--- src/rtl/uart_txbyp_pkg.sv ---
package uart_txbyp_pkg;
  typedef enum logic [1:0] {
    BP_IDLE  = 2'd0,
    BP_ARMED = 2'd1,
    BP_HELD  = 2'd2,
    BP_SEND  = 2'd3
  } bp_state_e;
endpackage

--- src/rtl/uart_txbyp_fsm.sv ---
module uart_txbyp_fsm
  import uart_txbyp_pkg::*;
#(
  parameter int DATA_W = 8
) (
  input  logic              clk,
  input  logic              rst_n,
  input  logic              set_i,
  input  logic              fifo_en_i,
  input  logic              wr_valid_i,
  input  logic [DATA_W-1:0] wr_data_i,
  input  logic              take_i,
  input  logic              done_i,
  output bp_state_e         state_o,
  output logic [DATA_W-1:0] hold_o,
  output logic              capture_o
);
  bp_state_e         state_q, state_d;
  logic [DATA_W-1:0] hold_q;

  // an armed flag takes the next write only when the FIFO path is active
  assign capture_o = (state_q == BP_ARMED) && fifo_en_i && wr_valid_i;

  always_comb begin
    state_d = state_q;
    unique case (state_q)
      BP_IDLE:  if (set_i)     state_d = BP_ARMED;
      BP_ARMED: if (capture_o) state_d = BP_HELD;
      BP_HELD:  if (take_i)    state_d = BP_SEND;
      BP_SEND:  if (done_i)    state_d = BP_IDLE;
      default:                 state_d = BP_IDLE;
    endcase
  end

  always_ff @(posedge clk or negedge rst_n) begin
    if (!rst_n) begin
      state_q <= BP_IDLE;
      hold_q  <= '0;
    end else begin
      state_q <= state_d;
      if (capture_o) hold_q <= wr_data_i;
    end
  end

  assign state_o = state_q;
  assign hold_o  = hold_q;
endmodule

--- src/rtl/uart_txbyp_arb.sv ---
module uart_txbyp_arb
  import uart_txbyp_pkg::*;
#(
  parameter int DATA_W = 8
) (
  input  logic              clk,
  input  logic              rst_n,
  input  bp_state_e         state_i,
  input  logic [DATA_W-1:0] hold_i,
  input  logic              fifo_en_i,
  input  logic              wr_valid_i,
  input  logic [DATA_W-1:0] wr_data_i,
  output logic              wr_ready_o,
  output logic              fq_valid_o,
  output logic [DATA_W-1:0] fq_data_o,
  input  logic              fq_ready_i,
  input  logic              fd_valid_i,
  input  logic [DATA_W-1:0] fd_data_i,
  output logic              fd_ready_o,
  input  logic              sh_busy_i,
  output logic              take_o,
  output logic              sh_load_o,
  output logic [DATA_W-1:0] sh_data_o,
  output logic              active_o
);
  logic load_q;
  logic free;
  logic held;
  logic armed_cap;
  logic direct;

  // busy from the shifter arrives one cycle after a load
  assign free      = !sh_busy_i && !load_q;
  assign held      = (state_i == BP_HELD);
  assign armed_cap = (state_i == BP_ARMED) && fifo_en_i;

  always_comb begin
    if (armed_cap)      wr_ready_o = 1'b1;
    else if (fifo_en_i) wr_ready_o = fq_ready_i;
    else                wr_ready_o = free && !held;
  end

  assign fq_valid_o = wr_valid_i && fifo_en_i && !armed_cap;
  assign fq_data_o  = wr_data_i;

  assign take_o     = free && held;
  assign fd_ready_o = free && !held && fifo_en_i && fd_valid_i;
  assign direct     = free && !held && !fifo_en_i && wr_valid_i;
  assign sh_load_o  = take_o || fd_ready_o || direct;

  always_comb begin
    if (take_o)          sh_data_o = hold_i;
    else if (fd_ready_o) sh_data_o = fd_data_i;
    else                 sh_data_o = wr_data_i;
  end

  always_ff @(posedge clk or negedge rst_n) begin
    if (!rst_n) load_q <= 1'b0;
    else        load_q <= sh_load_o;
  end

  assign active_o = sh_busy_i || load_q;
endmodule

--- src/rtl/uart_txbyp_pins.sv ---
module uart_txbyp_pins (
  input  logic rs485_en_i,
  input  logic rts_inv_i,
  input  logic drv_hiz_i,
  input  logic active_i,
  input  logic tx_ser_i,
  input  logic rts_n_base_i,
  input  logic dtr_n_base_i,
  output logic tx_o,
  output logic tx_oe,
  output logic rts_n_o,
  output logic rts_oe,
  output logic dtr_n_o,
  output logic dtr_oe
);
  logic dir_level;

  // direction level: selected polarity while a character is in flight
  assign dir_level = active_i ? rts_inv_i : !rts_inv_i;

  assign tx_o    = tx_ser_i;
  assign rts_n_o = rs485_en_i ? dir_level : rts_n_base_i;
  assign dtr_n_o = dtr_n_base_i;

  assign tx_oe  = !drv_hiz_i;
  assign rts_oe = !drv_hiz_i;
  assign dtr_oe = !drv_hiz_i;
endmodule

--- src/rtl/uart_txbyp_ctrl.sv ---
module uart_txbyp_ctrl
  import uart_txbyp_pkg::*;
#(
  parameter int DATA_W = 8
) (
  input  logic              clk,
  input  logic              rst_n,
  input  logic              fifo_en,
  input  logic              sendnow_set,
  input  logic              rs485_en,
  input  logic              rts_inv,
  input  logic              drv_hiz,
  input  logic              wr_valid,
  output logic              wr_ready,
  input  logic [DATA_W-1:0] wr_data,
  output logic              fq_valid,
  input  logic              fq_ready,
  output logic [DATA_W-1:0] fq_data,
  input  logic              fd_valid,
  output logic              fd_ready,
  input  logic [DATA_W-1:0] fd_data,
  output logic              sh_load,
  output logic [DATA_W-1:0] sh_data,
  input  logic              sh_busy,
  input  logic              sh_done,
  output logic              sendnow_flag,
  input  logic              tx_ser,
  input  logic              rts_n_base,
  input  logic              dtr_n_base,
  output logic              tx_o,
  output logic              tx_oe,
  output logic              rts_n_o,
  output logic              rts_oe,
  output logic              dtr_n_o,
  output logic              dtr_oe
);
  bp_state_e         bp_state;
  logic [DATA_W-1:0] hold_byte;
  logic              capture;
  logic              take;
  logic              active;

  uart_txbyp_fsm #(.DATA_W(DATA_W)) u_fsm (
    .clk        (clk),
    .rst_n      (rst_n),
    .set_i      (sendnow_set),
    .fifo_en_i  (fifo_en),
    .wr_valid_i (wr_valid),
    .wr_data_i  (wr_data),
    .take_i     (take),
    .done_i     (sh_done),
    .state_o    (bp_state),
    .hold_o     (hold_byte),
    .capture_o  (capture)
  );

  uart_txbyp_arb #(.DATA_W(DATA_W)) u_arb (
    .clk        (clk),
    .rst_n      (rst_n),
    .state_i    (bp_state),
    .hold_i     (hold_byte),
    .fifo_en_i  (fifo_en),
    .wr_valid_i (wr_valid),
    .wr_data_i  (wr_data),
    .wr_ready_o (wr_ready),
    .fq_valid_o (fq_valid),
    .fq_data_o  (fq_data),
    .fq_ready_i (fq_ready),
    .fd_valid_i (fd_valid),
    .fd_data_i  (fd_data),
    .fd_ready_o (fd_ready),
    .sh_busy_i  (sh_busy),
    .take_o     (take),
    .sh_load_o  (sh_load),
    .sh_data_o  (sh_data),
    .active_o   (active)
  );

  uart_txbyp_pins u_pins (
    .rs485_en_i   (rs485_en),
    .rts_inv_i    (rts_inv),
    .drv_hiz_i    (drv_hiz),
    .active_i     (active),
    .tx_ser_i     (tx_ser),
    .rts_n_base_i (rts_n_base),
    .dtr_n_base_i (dtr_n_base),
    .tx_o         (tx_o),
    .tx_oe        (tx_oe),
    .rts_n_o      (rts_n_o),
    .rts_oe       (rts_oe),
    .dtr_n_o      (dtr_n_o),
    .dtr_oe       (dtr_oe)
  );

  assign sendnow_flag = (bp_state != BP_IDLE);

  logic unused_capture;
  assign unused_capture = capture;
endmodule

--- config.mk ---
export PLATFORM = sky130hd
export DESIGN_NAME = uart_txbyp_ctrl
export DESIGN_NICKNAME = d
export VERILOG_FILES = /design/src/rtl/uart_txbyp_pkg.sv /design/src/rtl/uart_txbyp_fsm.sv /design/src/rtl/uart_txbyp_arb.sv /design/src/rtl/uart_txbyp_pins.sv /design/src/rtl/uart_txbyp_ctrl.sv
export SDC_FILE = /design/constraint.sdc
export NUM_CORES = 1
export LEC_CHECK = 0
export ABC_AREA = 1
export BUFFER_PORTS_ARGS = -buffer_cell sky130_fd_sc_hd__buf_2
export CORE_AREA = 2 2 49 51
export DETAILED_ROUTE_END_ITERATION = 10
export DIE_AREA = 0 0 51 53
export PLACE_DENSITY_LB_ADDON = 0.3
export SYNTH_ARGS = -nofsm -noshare
export SYNTH_HDL_FRONTEND = slang
export SYNTH_SLANG_ARGS = --single-unit
export TNS_END_PERCENT = 1
--- constraint.sdc ---
create_clock -name clk -period 2 [get_ports clk]
set_input_delay 0.1 -clock clk [delete_from_list [all_inputs] [get_ports clk]]
set_output_delay 0.1 -clock clk [all_outputs]
set_load 0.05 [all_outputs]
==> flow_metrics.py, run 1 <==
metrics = {
    "die": {
        "die_area_sq_um": 2700,
        "fp.dieH_microns": 53,
        "core_sq_um": 2150,
        "start_util": 0.439,
        "rows": 17,
        "dieWidth_microns": 51,
        "io_pins": 58,
    },
    "route": {
        "vias_per_cell": 4.82,
        "drc": 0,
        "totalWireLength_microns": 2260,
        "drtIter0Drc": 39,
        "vias": 1032,
        "first_pass_iters": 4,
        "wl_per_cell_microns": 10.6,
        "final_antenna_net_count": 0,
    },
    "sta": {
        "fin_worst_skew_ns": 0.00702,
        "rsz0062_at_grt": "no",
        "tns_ns": 0,
        "timing.final.crit_share": 0.911,
        "setup_violations": 0,
        "fmax_mhz": 549,
        "slew_headroom": 0.788,
        "drv_slew": 0,
        "period_needed_ns": 1.82,
        "finalHoldViolCount": 0,
        "tightestPinTransition_ns": 0.315,
    },
    "setup_path": {
        "arrival_ns": 1.72,
        "crit_chain": "inv_1 > ha_2 > nand2_2 > inv_2 > nand2_1 > nand2_1 > clkbuf_4",
        "worstSetupPathType": "flip-flop to primary output",
        "slowest_stage": "dfrtp_1",
        "crit_path_end_kind": "primary output",
        "worst-path-max-fanout": 10,
        "path_common_cell": "nand2_1",
        "critPathRequiredTime_ns": 1.90,
        "start_kind": "flip-flop",
        "cpPeakStageDelay_ns": 0.41,
    },
    "clock_network": {
        "clk_path_buf_depth": 2,
        "clkTransAtPathRegs_ns": 0.07,
        "cts_root_buf": "clkbuf_4",
        "post-cts-setup-buffers": 0,
        "htreeDepth": 1,
        "cts_tree": "built",
        "clock_latency_ns": 0.27,
        "clkSinkCount": 11,
        "numCtsBuffers": 3,
    },
    "yosys": {
        "synth_edf_count": 0,
        "postSynthAreaPerCell_sq_um": 6.63,
        "syn-num-nets": 177,
        "ys_seq_area_frac": 0.292,
        "ys_ff_latch": 11,
        "ys_types": 19,
        "synth_cells": 142,
        "synth_flop_cell": "dfrtp_1",
        "async_flop_share": 1.00,
        "syn-cell-area_sq_um": 942,
        "ys_warn_count": 0,
    },
    "pwr": {
        "p_per_area_nw_per_um2": 1300,
        "combPwrFrac": 0.643,
        "switching_share": 0.548,
        "seqPwrFrac": 0.261,
        "p_leak_uw": 0.000747,
        "total_power_uw": 1560,
        "p_clk_frac": 0.096,
        "p_switching_uw": 858,
        "vdd_ir_drop_max_mv": 0.814,
        "internal-power_uw": 707,
    },
    "grt": {
        "grt_usage": 0.171,
        "grt_max_degree": 17,
        "grt_pass1_wl_microns": 3530,
        "antenna_found_initial": 0,
        "grt_pass1_vias": 892,
        "grt-ovfl-total": 0,
    },
    "placed_design": {
        "dpl.hpwl_microns": 1800,
        "gp_congestion": 0.835,
        "io_buffers": 53,
    },
    "layout": {
        "num-fill-cells": 217,
        "final_cell_mix": "nand2_1, buf_2, inv_1, dfrtp_1",
        "nets": 222,
        "areaGrowthSynthToFinish_pct": 27.8,
        "layout-drive-gt1-share": 0.355,
        "antennaDiodeCount": 0,
    },
    "outcome": {
        "status": "finished clean",
    },
    "job": {
        "maxCapViolCount": 0,
    },
    "worst_hold_path": {
        "hp-class": "primary input to flip-flop",
    },
}
[cells by family (layout without fill, tap and decap cells)]
| kind of cell | after synthesis | after routing | synth area share |
|---|---|---|---|
| buffers and inverters | 42 | 86 | 0.223 |
| AOI/OAI and AO/OA | 12 | 12 | 0.0637 |
| xor gates and xnor gates | 1 | 1 | 0.00930 |
| adders and majority gates | 4 | 4 | 0.0531 |
| and+or+nand+nor | 72 | 72 | 0.359 |
| DFF | 11 | 11 | 0.292 |
[cells in the mapped netlist (2+ instances only)]
cell     count  area share
o21ai_1      9       0.048
nand2_1     45        0.18
nand4_1     10       0.066
o21ai_0      2       0.011
inv_2        2      0.0080
nand3_1     10       0.053
nor2_1       3       0.012
inv_1       24       0.096
buf_2        2       0.011
dfrtp_1     11        0.29
buf_4       13        0.10
ha_1         4       0.053
[power groups by stage]
stage	Sequential, uW	Combinational, uW	Clock, uW
6_report	408	1010	149
5_1_grt	420	1100	169
4_1_cts	407	966	150
3_5_place_dp	411	961	0
3_3_place_gp	408	934	0
2_1_floorplan	395	784	0
[through the flow]
stage,cell area (sq um),setup WS [ns],util,instances,hold slack [ns]
5_1_grt,1200,0.0394,0.560,214,0.114
3_5_place_dp,1140,0.342,0.532,209,-0.0174
4_1_cts,1180,0.0380,0.549,214,0.104
3_3_place_gp,1140,0.406,0.532,209,-0.0166
2_1_floorplan,942,0.201,-,142,-0.196
6_report,1200,0.177,0.560,214,0.102
[flip-flops by register name, summed over array words and instances (netlist names)]
signal,count
u_fsm.hold_o,8
u_fsm.state_o,2
u_arb.load_q,1
[layout make-up]
type,instances,area (sq um),share of cell area
multi-input combinational,89,459,0.381
timing repair buffer,55,303,0.252
sequential,11,275,0.229
inverter,27,105,0.0873
tap,28,35.0,0.0291
clock buffer,4,26.3,0.0218
[per-layer routing]
layer  global-route usage  wire length, microns  up-vias
met1                0.218                   924      440
met4               0.0721                    25        0
met3               0.0226                   231        6
met2                0.290                  1080       65
li1                     -                     -      521
met5                    0                     0        -
[repair_timing]
item	CTS	global route
gates resized for setup	0	14
endpoints found under the setup margin	0	9
hold buffers	1	0
hold endpoints to repair	11	0
[path summary, 6_finish.rpt]
check | from | to | slack, ns | cells past startpoint
max | u_fsm.state_o[0] | sh_data[1] | 0.18 | 7
min | wr_data[1] | u_fsm.hold_o[1] | 0.10 | 3
max reg2reg | u_fsm.state_o[1] | u_fsm.hold_o[6] | 0.64 | 5
min reg2reg | u_fsm.hold_o[3] | u_fsm.hold_o[3] | 0.49 | 2
max in group asynchronous | rst_n | u_fsm.hold_o[5] | 1.57 | 2
min in group asynchronous | rst_n | u_fsm.hold_o[1] | 0.22 | 2
[critical path, delay by kind of cell (launching register included)]
kind	cells	cell delay [ns]
buffers and inverters	3	0.50
and+or+nand+nor	3	0.29
adders and majority gates	1	0.24
DFF	1	0.41
Note: power is estimated with default switching activity, not from simulation.
==> run 2, diff against run 1 <==
--- a/config.mk
+++ b/config.mk
@@ -7,11 +7,12 @@
 export LEC_CHECK = 0
 export ABC_AREA = 1
 export BUFFER_PORTS_ARGS = -buffer_cell sky130_fd_sc_hd__buf_2
-export CORE_AREA = 2 2 49 51
+export CORE_AREA = 2 2 53 55
 export DETAILED_ROUTE_END_ITERATION = 10
-export DIE_AREA = 0 0 51 53
+export DIE_AREA = 0 0 55 57
 export PLACE_DENSITY_LB_ADDON = 0.3
 export SYNTH_ARGS = -nofsm -noshare
 export SYNTH_HDL_FRONTEND = slang
+export SYNTH_HIERARCHICAL = 1
 export SYNTH_SLANG_ARGS = --single-unit
 export TNS_END_PERCENT = 1
==> flow_metrics.py, run 2 <==
metrics = {
    "sta": {
        "drv_slew": 0,
        "rsz0062_at_grt": "no",
        "fin_hold_ws_ns": 0.0555,
        "finalHoldViolCount": 0,
        "tns_ns": 0,
        "fmax_mhz": 554,
        "tightestPinTransition_ns": 0.353,
        "slew_headroom": 0.764,
        "setup_violations": 0,
        "period_needed_ns": 1.81,
        "timing.final.crit_share": 0.903,
        "fin_worst_skew_ns": 0.00346,
    },
    "pwr": {
        "vdd_ir_drop_max_mv": 0.711,
        "p_leak_uw": 0.000870,
        "switching_share": 0.561,
        "p_clk_frac": 0.093,
        "seqPwrFrac": 0.257,
        "p_per_area_nw_per_um2": 1240,
        "combPwrFrac": 0.650,
        "p_switching_uw": 919,
        "internal-power_uw": 720,
    },
    "setup_path": {
        "arrival_ns": 1.71,
        "worstSetupPathType": "flip-flop to primary output",
        "crit-reg2reg-capture": "u_fsm/state_o[1]",
        "crit_start": "u_arb/load_q",
        "rrSetupSlack_ns": 0.47,
        "critPathRequiredTime_ns": 1.90,
        "critPathCapture": "sh_load",
        "crit-reg2reg-launch": "u_arb/load_q",
        "crit_path_end_kind": "primary output",
        "worst-path-max-fanout": 12,
        "reg2reg_depth": 8,
        "start_kind": "flip-flop",
    },
    "die": {
        "die_area_sq_um": 3140,
        "dieWidth_microns": 55,
        "rows": 19,
        "io_pins": 58,
        "fp.dieH_microns": 57,
        "start_util": 0.414,
        "core_sq_um": 2620,
    },
    "placed_design": {
        "placed_cells": 233,
        "gp_congestion": 0.806,
        "dpl.hpwl_microns": 1820,
        "io_buffers": 53,
    },
    "yosys": {
        "synth_area_leaders": "dfrtp_1, nand2_1, inv_1",
        "ys_warn_count": 6,
        "postSynthAreaPerCell_sq_um": 6.65,
        "yosysTopAreaCell": "dfrtp_1",
        "synth_common_cells": "nand2_1, inv_1, buf_4",
        "ys_ff_latch": 11,
        "synth_edf_count": 0,
        "async_flop_share": 1.00,
        "ys_seq_area_frac": 0.254,
        "synth_flop_cell": "dfrtp_1",
        "yosysMostFrequentCell": "nand2_1",
        "synth_top_area_share": 0.254,
        "ys_types": 21,
        "syn-cell-area_sq_um": 1080,
        "synth_cells": 163,
        "syn-num-nets": 199,
    },
    "clock_network": {
        "cts_tree": "built",
        "clkTransAtPathRegs_ns": 0.07,
        "post-cts-setup-buffers": 0,
        "htreeDepth": 1,
        "cts_root_buf": "clkbuf_4",
        "clkSinkCount": 11,
        "numCtsBuffers": 3,
        "clock_latency_ns": 0.26,
        "clk_path_buf_depth": 2,
    },
    "layout": {
        "layout.cells.non_filler": 238,
        "final_cell_mix": "nand2_1, buf_2, inv_1, nand3_1, dfrtp_1",
        "nets": 244,
        "layout-drive-gt1-share": 0.343,
        "final_util": 0.504,
        "largest_register_ffs": 8,
        "areaGrowthSynthToFinish_pct": 21.7,
        "layout_commonest_cell": "nand2_1",
        "antennaDiodeCount": 0,
    },
    "job": {
        "maxCapViolCount": 0,
    },
    "grt": {
        "grt_usage": 0.156,
        "grt_pass1_wl_microns": 3640,
        "grt_pass1_vias": 867,
        "grt-ovfl-total": 0,
        "antenna_found_initial": 0,
        "grt_max_degree": 13,
    },
    "route": {
        "final_antenna_net_count": 0,
        "vias": 1053,
        "first_pass_iters": 4,
        "drc": 0,
        "wl_per_cell_microns": 9.89,
        "vias_per_cell": 4.42,
        "totalWireLength_microns": 2360,
        "drtIter0Drc": 19,
    },
    "worst_hold_path": {
        "hp-class": "primary input to flip-flop",
    },
    "outcome": {
        "status": "finished clean",
    },
}
==> run 2: worst max-delay path: stages (launching register included) <==
cell,delay [ns]
dfrtp_1,0.40
nor2_4,0.32
inv_4,0.09
nor2_8,0.19
inv_6,0.07
nand3_1,0.10
buf_2,0.27
==> run 2: kinds of logic (layout without fill, tap and decap cells) <==
group,count (synthesis),in the layout,share of synthesized area
AND/OR/NAND/NOR,97,97,0.450
buffers and inverters,48,92,0.224
flip-flops,11,11,0.254
adder cells (fa/ha/maj),5,5,0.0577
AO/OA/AOI/OAI,2,2,0.0139
==> run 2: cell type report <==
| cell class | instances | area (sq um) |
|---|---|---|
| multi-input combinational | 104 | 566 |
| tap | 31 | 38.8 |
| sequential | 11 | 275 |
| clock buffer | 4 | 26.3 |
| timing repair buffer | 54 | 275 |
| inverter | 34 | 138 |
| fill | 286 | 1300 |
==> run 2: routing by layer <==
metal	up-vias	track usage	routed length, microns
li1	571	-	-
met1	438	0.230	1130
met2	42	0.226	1020
met3	2	0.0314	189
met4	0	0.0523	16
met5	-	0	0
==> run 2: metrics by stage <==
step | total power [uW] | cell area, sq um | setup WS [ns]
3_5_place_dp | 1490 | 1280 | 0.473
3_3_place_gp | 1480 | 1280 | 0.517
2_1_floorplan | 1320 | 1080 | 0.472
5_1_grt | 1790 | 1320 | 0.0845
4_1_cts | 1650 | 1320 | 0.171
6_report | 1640 | 1320 | 0.195
==> run 2: power by group through the flow <==
stage	registers [uW]	clock network, uW	logic [uW]
after floorplan	408	0	907
final	421	153	1060
after detailed placement	426	0	1070
after global routing	436	176	1180
after global placement	425	0	1060
after CTS	422	160	1070
==> run 2: repair_timing <==
| action | CTS | global route |
|---|---|---|
| resized for setup | 0 | 0 |
| hold endpoints to repair | 11 | 0 |
| hold buffers | 1 | 0 |
==> run 2: how the worst min path moves through the flow <==
stage | startpoint | end | slack [ns] | cells after the start
final | wr_data[1] | u_fsm/hold_o[1] | 0.06 | 3
after global routing | wr_data[3] | u_fsm/hold_o[3] | 0.05 | 3
after CTS | wr_data[3] | u_fsm/hold_o[3] | 0.05 | 3
after detailed placement | rst_n | u_fsm/hold_o[7] | -0.01 | 1
after global placement | rst_n | u_fsm/hold_o[7] | -0.01 | 1
after floorplan | rst_n | u_arb/load_q | -0.20 | 0
==> run 3, diff against run 2 <==
--- a/config.mk
+++ b/config.mk
@@ -7,9 +7,9 @@
 export LEC_CHECK = 0
 export ABC_AREA = 1
 export BUFFER_PORTS_ARGS = -buffer_cell sky130_fd_sc_hd__buf_2
-export CORE_AREA = 2 2 53 55
+export CORE_AREA = 2 2 60 48
 export DETAILED_ROUTE_END_ITERATION = 10
-export DIE_AREA = 0 0 55 57
+export DIE_AREA = 0 0 62 50
 export PLACE_DENSITY_LB_ADDON = 0.3
 export SYNTH_ARGS = -nofsm -noshare
 export SYNTH_HDL_FRONTEND = slang
==> constraint.sdc (replaced) <==
create_clock -name clk -period 2.2 [get_ports clk]
set_input_delay 0.11 -clock clk [delete_from_list [all_inputs] [get_ports clk]]
set_output_delay 0.11 -clock clk [all_outputs]
set_load 0.05 [all_outputs]
==> flow_metrics.py, run 3 (synthesized netlist as in run 2, its figures left out) <==
metrics = {
    "route": {
        "drc": 0,
        "vias_per_cell": 4.35,
        "wl_per_cell_microns": 9.70,
        "vias": 1058,
        "totalWireLength_microns": 2360,
        "drtIter0Drc": 45,
        "first_pass_iters": 4,
        "final_antenna_net_count": 0,
    },
    "pwr": {
        "p_switching_uw": 834,
        "total_power_uw": 1490,
        "internal-power_uw": 653,
        "switching_share": 0.561,
        "seqPwrFrac": 0.256,
        "p_clk_frac": 0.092,
        "p_leak_uw": 0.000870,
        "vdd_ir_drop_max_mv": 0.504,
        "combPwrFrac": 0.652,
        "p_per_area_nw_per_um2": 1120,
    },
    "clock_network": {
        "clk_path_buf_depth": 2,
        "clkSinkCount": 11,
        "clkTransAtPathRegs_ns": 0.07,
        "clock_latency_ns": 0.27,
        "numCtsBuffers": 3,
        "cts_tree": "built",
        "htreeDepth": 1,
        "cts_root_buf": "clkbuf_4",
        "ctsResizeCount": 0,
    },
    "die": {
        "core_sq_um": 2500,
        "dieWidth_microns": 62,
        "rows": 16,
        "die_area_sq_um": 3100,
        "fp.dieH_microns": 50,
        "start_util": 0.433,
        "io_pins": 58,
    },
    "grt": {
        "grt-ovfl-total": 0,
        "grt_pass1_wl_microns": 3860,
        "grt_pass1_vias": 945,
        "grt_max_degree": 13,
        "grt_usage": 0.165,
        "antenna_found_initial": 0,
    },
    "layout": {
        "antennaDiodeCount": 0,
        "nets": 244,
        "largest_register_ffs": 8,
        "layout_commonest_cell": "nand2_1",
        "areaGrowthSynthToFinish_pct": 22.3,
        "final_cell_mix": "nand2_1, buf_2, inv_1, nand3_1, dfrtp_1",
        "num-fill-cells": 269,
        "layout-drive-gt1-share": 0.343,
    },
    "outcome": {
        "status": "finished clean",
    },
    "placed_design": {
        "dpl.hpwl_microns": 1930,
        "io_buffers": 53,
        "gp_congestion": 0.826,
        "pre_cts_ws_ns": 0.678,
    },
    "sta": {
        "fin_hold_ws_ns": 0.0663,
        "fmax_mhz": 555,
        "setup_violations": 0,
        "rsz0062_at_grt": "no",
        "finalHoldViolCount": 0,
        "setup_ws_ns": 0.397,
        "tns_ns": 0,
        "fin_worst_skew_ns": 0.00553,
        "drv_slew": 0,
        "period_needed_ns": 1.80,
        "tightestPinTransition_ns": 0.336,
        "timing.final.crit_share": 0.819,
        "slew_headroom": 0.776,
    },
    "setup_path": {
        "arrival_ns": 1.69,
        "critPathRequiredTime_ns": 2.09,
        "worstSetupPathType": "flip-flop to primary output",
        "worst-path-max-fanout": 12,
        "start_kind": "flip-flop",
        "crit_path_end_kind": "primary output",
    },
    "worst_hold_path": {
        "hp-class": "primary input to flip-flop",
    },
    "job": {
        "maxCapViolCount": 0,
    },
}
==> run 3: routing by layer <==
metal  vias to the layer above  global-route usage  routed length, microns
li1                        570                   -                       -
met1                       450               0.225                    1140
met2                        36               0.248                    1010
met3                         2              0.0604                     193
met4                         0              0.0319                      12
met5                         -                   0                       0
==> run 3: per-stage QoR <==
stage / area (sq um) / cells / utilization
finish: 1330 / 243 / 0.530
global route: 1330 / 243 / 0.530
CTS: 1330 / 243 / 0.530
detailed placement: 1290 / 238 / 0.515
global placement: 1290 / 238 / 0.515
floorplan: 1080 / 163 / -
==> run 3: power groups by stage <==
stage | Combinational (uW) | Sequential, uW | Clock [uW]
finish | 969 | 381 | 137
floorplan | 824 | 371 | 0
detailed placement | 973 | 385 | 0
CTS | 979 | 381 | 143
global route | 1070 | 394 | 147
global placement | 964 | 384 | 0
==> run 3: path summary, 6_finish.rpt <==
path                                       from                to  slack (ns)  cells past startpoint
worst min-delay path                 wr_data[5]   u_fsm/hold_o[5]        0.07                      3
worst max register to register     u_arb/load_q  u_fsm/state_o[0]        0.67                      8
min in group asynchronous                 rst_n   u_fsm/hold_o[3]        0.23                      2
worst max-delay path               u_arb/load_q           sh_load        0.40                      6
worst min register to register  u_fsm/hold_o[0]   u_fsm/hold_o[0]        0.48                      2
max in group asynchronous                 rst_n  u_fsm/state_o[1]        1.76                      2
==> run 3: worst max-delay path, cell delays in order, from the launching register on <==
cell and delay (ns):
dfrtp_1 0.40, nor2_4 0.31, inv_4 0.09, nor2_8 0.19, inv_6 0.07, nand3_1 0.10, buf_2 0.27
==> run 3: repair_timing <==
item | 4_1_cts | 5_1_grt
endpoints found under the setup margin | 0 | 0
hold buffers | 1 | 0
hold endpoints to repair | 11 | 0
setup buffers | 0 | 0
==> run 3: cell type report <==
type                            count  area [sq um]  share of cell area
Sequential cell                    11           275               0.208
Clock buffer                        4          26.3              0.0198
Multi-Input combinational cell    104           566               0.427
Inverter                           34           138               0.104
Tap cell                           36          45.0              0.0340
Timing Repair Buffer               54           275               0.208
